[src/rtl/conv_init_pkg.sv]
package conv_init_pkg;

   typedef enum logic [1:0] {
      PATH_HOLD = 2'b00,
      PATH_RUN  = 2'b01,
      PATH_PASS = 2'b10
   } path_state_t;

   localparam int unsigned NUM_STEREO = 2;

   function automatic int unsigned cnt_width(input int unsigned len);
      return (len < 2) ? 1 : $clog2(len);
   endfunction

endpackage

[src/rtl/conv_edge_det.sv]
module conv_edge_det #(
   parameter int unsigned N = 3
) (
   input  logic         clk,
   input  logic         rst_n,
   input  logic [N-1:0] lvl,
   output logic [N-1:0] rise
);

   if (N < 1) begin : g_bad_n
      $error("conv_edge_det: N must be at least 1");
   end

   for (genvar i = 0; i < N; i++) begin : g_bit
      logic lvl_q;
      always_ff @(posedge clk or negedge rst_n) begin
         if (!rst_n) lvl_q <= 1'b0;
         else        lvl_q <= lvl[i];
      end
      assign rise[i] = lvl[i] & ~lvl_q;
   end

endmodule

[src/rtl/conv_path_seq.sv]
module conv_path_seq
   import conv_init_pkg::*;
#(
   parameter int unsigned INIT_LEN = 1059
) (
   input  logic clk,
   input  logic rst_n,
   input  logic en_any,
   input  logic rise,
   input  logic other_on,
   input  logic stb,
   output logic busy,
   output logic mute
);

   localparam int unsigned CNT_W = cnt_width(INIT_LEN);
   localparam logic [CNT_W-1:0] LAST = CNT_W'(INIT_LEN - 1);

   if (INIT_LEN < 2) begin : g_bad_len
      $error("conv_path_seq: INIT_LEN must be at least 2");
   end

   path_state_t      state_q, state_d;
   logic [CNT_W-1:0] cnt_q, cnt_d;

   always_comb begin
      state_d = state_q;
      cnt_d   = cnt_q;
      unique case (state_q)
         PATH_HOLD: begin
            cnt_d = '0;
            if (rise) state_d = other_on ? PATH_PASS : PATH_RUN;
         end
         PATH_RUN: begin
            if (!en_any) begin
               state_d = PATH_HOLD;
               cnt_d   = '0;
            end else if (stb) begin
               if (cnt_q == LAST) begin
                  state_d = PATH_PASS;
                  cnt_d   = '0;
               end else begin
                  cnt_d = cnt_q + 1'b1;
               end
            end
         end
         PATH_PASS: begin
            cnt_d = '0;
            if (!en_any) state_d = PATH_HOLD;
         end
         default: begin
            state_d = PATH_HOLD;
            cnt_d   = '0;
         end
      endcase
   end

   always_ff @(posedge clk or negedge rst_n) begin
      if (!rst_n) begin
         state_q <= PATH_HOLD;
         cnt_q   <= '0;
      end else begin
         state_q <= state_d;
         cnt_q   <= cnt_d;
      end
   end

   assign busy = (state_q == PATH_RUN);
   assign mute = (state_q != PATH_PASS);

endmodule

[src/rtl/conv_zero_mux.sv]
module conv_zero_mux #(
   parameter int unsigned DATA_W = 16,
   parameter int unsigned NCH    = 2
) (
   input  logic                        mute,
   input  logic [NCH-1:0][DATA_W-1:0]  din,
   output logic [NCH-1:0][DATA_W-1:0]  dout
);

   if (DATA_W < 2) begin : g_bad_w
      $error("conv_zero_mux: DATA_W must be at least 2");
   end

   for (genvar c = 0; c < NCH; c++) begin : g_ch
      assign dout[c] = mute ? '0 : din[c];
   end

endmodule

[src/rtl/conv_init_seq.sv]
module conv_init_seq
   import conv_init_pkg::*;
#(
   parameter int unsigned DATA_W   = 16,
   parameter int unsigned INIT_LEN = 1059
) (
   input  logic              clk,
   input  logic              pd_n,
   input  logic              fs_stb,
   input  logic              en_adc_l,
   input  logic              en_adc_r,
   input  logic              en_dac,
   input  logic [DATA_W-1:0] adc_l_in,
   input  logic [DATA_W-1:0] adc_r_in,
   input  logic [DATA_W-1:0] dac_l_in,
   input  logic [DATA_W-1:0] dac_r_in,
   output logic [DATA_W-1:0] adc_l_out,
   output logic [DATA_W-1:0] adc_r_out,
   output logic [DATA_W-1:0] dac_l_out,
   output logic [DATA_W-1:0] dac_r_out,
   output logic              adc_busy,
   output logic              dac_busy
);

   localparam int unsigned N_EN = 3;

   logic [N_EN-1:0] en_vec, en_rise;
   logic            adc_on, adc_rise, adc_mute, dac_mute;
   logic [NUM_STEREO-1:0][DATA_W-1:0] adc_in_v, adc_out_v, dac_in_v, dac_out_v;

   assign en_vec   = {en_dac, en_adc_r, en_adc_l};
   assign adc_on   = en_adc_l | en_adc_r;
   assign adc_rise = en_rise[0] | en_rise[1];

   conv_edge_det #(.N(N_EN)) edge_i (
      .clk  (clk),
      .rst_n(pd_n),
      .lvl  (en_vec),
      .rise (en_rise)
   );

   conv_path_seq #(.INIT_LEN(INIT_LEN)) adc_seq_i (
      .clk     (clk),
      .rst_n   (pd_n),
      .en_any  (adc_on),
      .rise    (adc_rise),
      .other_on(en_dac),
      .stb     (fs_stb),
      .busy    (adc_busy),
      .mute    (adc_mute)
   );

   conv_path_seq #(.INIT_LEN(INIT_LEN)) dac_seq_i (
      .clk     (clk),
      .rst_n   (pd_n),
      .en_any  (en_dac),
      .rise    (en_rise[2]),
      .other_on(adc_on),
      .stb     (fs_stb),
      .busy    (dac_busy),
      .mute    (dac_mute)
   );

   assign adc_in_v = {adc_r_in, adc_l_in};
   assign dac_in_v = {dac_r_in, dac_l_in};

   conv_zero_mux #(.DATA_W(DATA_W), .NCH(NUM_STEREO)) adc_mux_i (
      .mute(adc_mute),
      .din (adc_in_v),
      .dout(adc_out_v)
   );

   conv_zero_mux #(.DATA_W(DATA_W), .NCH(NUM_STEREO)) dac_mux_i (
      .mute(dac_mute),
      .din (dac_in_v),
      .dout(dac_out_v)
   );

   assign adc_l_out = adc_out_v[0];
   assign adc_r_out = adc_out_v[1];
   assign dac_l_out = dac_out_v[0];
   assign dac_r_out = dac_out_v[1];

endmodule

[config.mk]
export PLATFORM = sky130hd
export DESIGN_NAME = conv_init_seq
export DESIGN_NICKNAME = d
export VERILOG_FILES = /design/src/rtl/conv_init_pkg.sv /design/src/rtl/conv_edge_det.sv /design/src/rtl/conv_path_seq.sv /design/src/rtl/conv_zero_mux.sv /design/src/rtl/conv_init_seq.sv
export SDC_FILE = /design/constraint.sdc
export NUM_CORES = 1
export LEC_CHECK = 0
export CAP_MARGIN = 10
export CORE_ASPECT_RATIO = 0.6
export CORE_MARGIN = 3
export CORE_UTILIZATION = 39
export DETAILED_ROUTE_END_ITERATION = 8
export GPL_TIMING_DRIVEN = 0
export PLACE_DENSITY_LB_ADDON = 0.3
export SYNTH_ARGS = -nofsm -noshare
export SYNTH_HDL_FRONTEND = slang
export SYNTH_SLANG_ARGS = --single-unit
export TNS_END_PERCENT = 30
[constraint.sdc]
create_clock -name clk -period 2.25 [get_ports clk]
set_clock_uncertainty 0.05 [all_clocks]
set_input_delay 0.45 -clock clk [delete_from_list [all_inputs] [get_ports clk]]
set_output_delay 0.45 -clock clk [all_outputs]
set_load 0.05 [all_outputs]
==> flow_summary.ini <==
[routing]
wl_um = 7215
drc = 0
via_per_inst = 5.030
first_pass_iters = 4
num_vias = 2193
drtIter0Drc = 76
wl_per_cell_um = 16.55
ant_nets = 0

[synth]
syn_inst = 229
syn_area_um2 = 1988
synth_cell_types = 45
synth_edf_count = 0
seq_area_frac_synth = 0.3650
ys.flop_type = dfrtp_1
avgSynthCellArea_um2 = 8.682
ys_ff_latch = 29
synth_top_area_frac = 0.3650
syn_nets = 303
yosysTopAreaCell = dfrtp_1
yosys_warnings = 0
synth_area_leaders = dfrtp_1 (37%), and2_1 (21%), xor2_1 (4.0%), ha_1 (2.5%), nand2_1 (2.3%)
async_flop_share = 1.000

[clock_tree]
numCtsBuffers = 5
ctsHoldBuffers = 0
cts_setup_buffers = 0
cts.path.max_buffers = 2
clk_pin_slew_worst_paths_ns = 0.06
clock_latency_ns = 0.28
tritoncts = yes
htree_levels = 2
clock_sinks = 29
clockRootBuffer = clkbuf_8

[critical_path]
cp.required_ns = 1.75
cp_max_fo = 10
startpoint_type = flop
slowest_stage = dfrtp_1
crit_path_max_incr_delay_ns = 0.43
critPathCaptureType = primary output
cp_data_arrival_time_ns = 1.68
path_cells = nor2b_4, clkbuf_2, and2_1, clkdlybuf4s15_2
critical_path_class = reg -> out
ff2ff_setup_slack_ns = 0.43

[finish]
diodes = 0
nets = 446
fillCellCount = 367
area_growth_pct = 76.09
postLayoutCoreUtil = 0.7400
final_layout_size_suffix_gt1_frac = 0.2466

[global_routing]
grt_usage = 0.2312
grt_pass1_wl_um = 10870
antenna_found_initial = 0
overflow = 0
grt_pass1_vias = 2253
grt_max_degree = 20

[sta]
tightest_slew_ns = 0.6006
fin_crit_sh = 0.9710
hold_viol = 0
slew_violations = 0
fin_tns_setup_ns = 0
whs_ns = 0.4317
fmax_mhz = 457.7
finalSetupViolations = 0
post-route-min-period_ns = 2.185
slew_headroom = 0.5984

[job]
max_cap_violations = 0

[min_path]
hold_class = reg -> reg

[floorplanning]
dieArea_um2 = 6019
dieHeight_um = 61.31
die_x_um = 98.18
core-area_um2 = 4731
fp-row-count = 19
ios = 136
start_util = 0.4203

[run_status]
status = finished, final reports clean

[power_and_ir_drop]
powerDensity_nw_per_um2 = 706.7
power.leakage_nw = 1.507
vdd_drop_max_uv = 423.8

[placement]
io_buffers = 135
routabilityCongestion = 0.8582
hpwl_um = 5556
metal layers:
metal,GRT usage,share of wire
met1,0.2894,0.42
met2,0.3975,0.50
met3,0.06900,0.072
met4,0.07198,0.010
met5,0,0
worst max-delay path, delay by kind of cell (launching register included):
kind                   cells  cell delay [ns]
AND/OR/NAND/NOR            2             0.36
flip-flops                 1             0.43
buffers and inverters      2             0.62
path summary, 6_finish.rpt:
path,cells past startpoint,from,endpoint
worst min-delay path,1,edge_i.g_bit[2].lvl_q,dac_seq_i.state_q[0]
worst min register to register,1,edge_i.g_bit[2].lvl_q,dac_seq_i.state_q[0]
max in group asynchronous,2,pd_n,dac_seq_i.cnt_q[0]
worst max-delay path,4,adc_seq_i.state_q[0],adc_l_out[7]
worst max register to register,4,adc_seq_i.cnt_q[3],adc_seq_i.state_q[0]
min in group asynchronous,1,pd_n,dac_seq_i.cnt_q[3]
report_power, final:
group / internal (mW) / switching (mW) / total [mW]
Sequential: 0.546 / 0.0316 / 0.578
Combinational: 0.467 / 0.946 / 1.41
Clock: 0.276 / 0.206 / 0.483
Total: 1.29 / 1.18 / 2.47
layout make-up:
class / count / area [µm²] / area share
clock inverters: 1 / 5.005 / 0.001430
repair buffers: 136 / 1310 / 0.3742
multi-input cells: 182 / 1200 / 0.3427
clock buffers: 7 / 96.34 / 0.02752
well taps: 63 / 78.83 / 0.02252
plain buffers: 9 / 51.30 / 0.01465
flip-flops and latches: 29 / 725.7 / 0.2073
inverters: 9 / 33.78 / 0.009650
per-stage QoR:
stage          instances  cell area (µm²)  worst slack (ns)  power (mW)
3_3_place_gp         427             3418           -0.3223       2.023
6_report             436             3501           0.06524       2.474
2_1_floorplan        229             1988            0.4426       1.489
5_1_grt              436             3501          -0.01715       2.574
3_5_place_dp         428             3446           -0.3335       2.049
4_1_cts              436             3626        -0.0002970       2.484
Yosys cell counts (all sizes together) (7+ instances only):
cell,n
and2,69
dfrtp,29
nor2,13
nand2,12
o21ai,10
inv,9
xor2,9
nand3,7
nand4,7
logic make-up after synthesis:
family,Yosys count,synth area share
AND/OR/NAND/NOR,135,0.4147
AO/OA/AOI/OAI,33,0.1114
flip-flops,29,0.3650
buffers and inverters,18,0.03902
XOR/XNOR,9,0.03965
adder cells (fa/ha/maj),4,0.02517
multiplexers,1,0.005035
timing repair:
item	4_1_cts	5_1_grt
resized for setup	195	47
endpoints found under the setup margin	65	63
pin swaps	0	0
cell usage in the layout, fill, tap and decap left out, types with 7 or more instances in the layout:
master and instances:
clkdlybuf4s50_1 69, and2_1 68, clkdlybuf4s15_2 35, dfrtp_1 29, buf_2 23, nand2_1 12, nor2_1 12, xor2_1 9
inv_1 8, nand3_1 7, clkbuf_8 7
registers in the layout (all words and copies together), names as in the netlist:
register / flops
adc_seq_i.state_q: 2
dac_seq_i.cnt_q: 11
adc_seq_i.cnt_q: 11
edge_i.g_bit.lvl_q: 3
dac_seq_i.state_q: 2
Note: power is estimated with default switching activity, not from simulation.
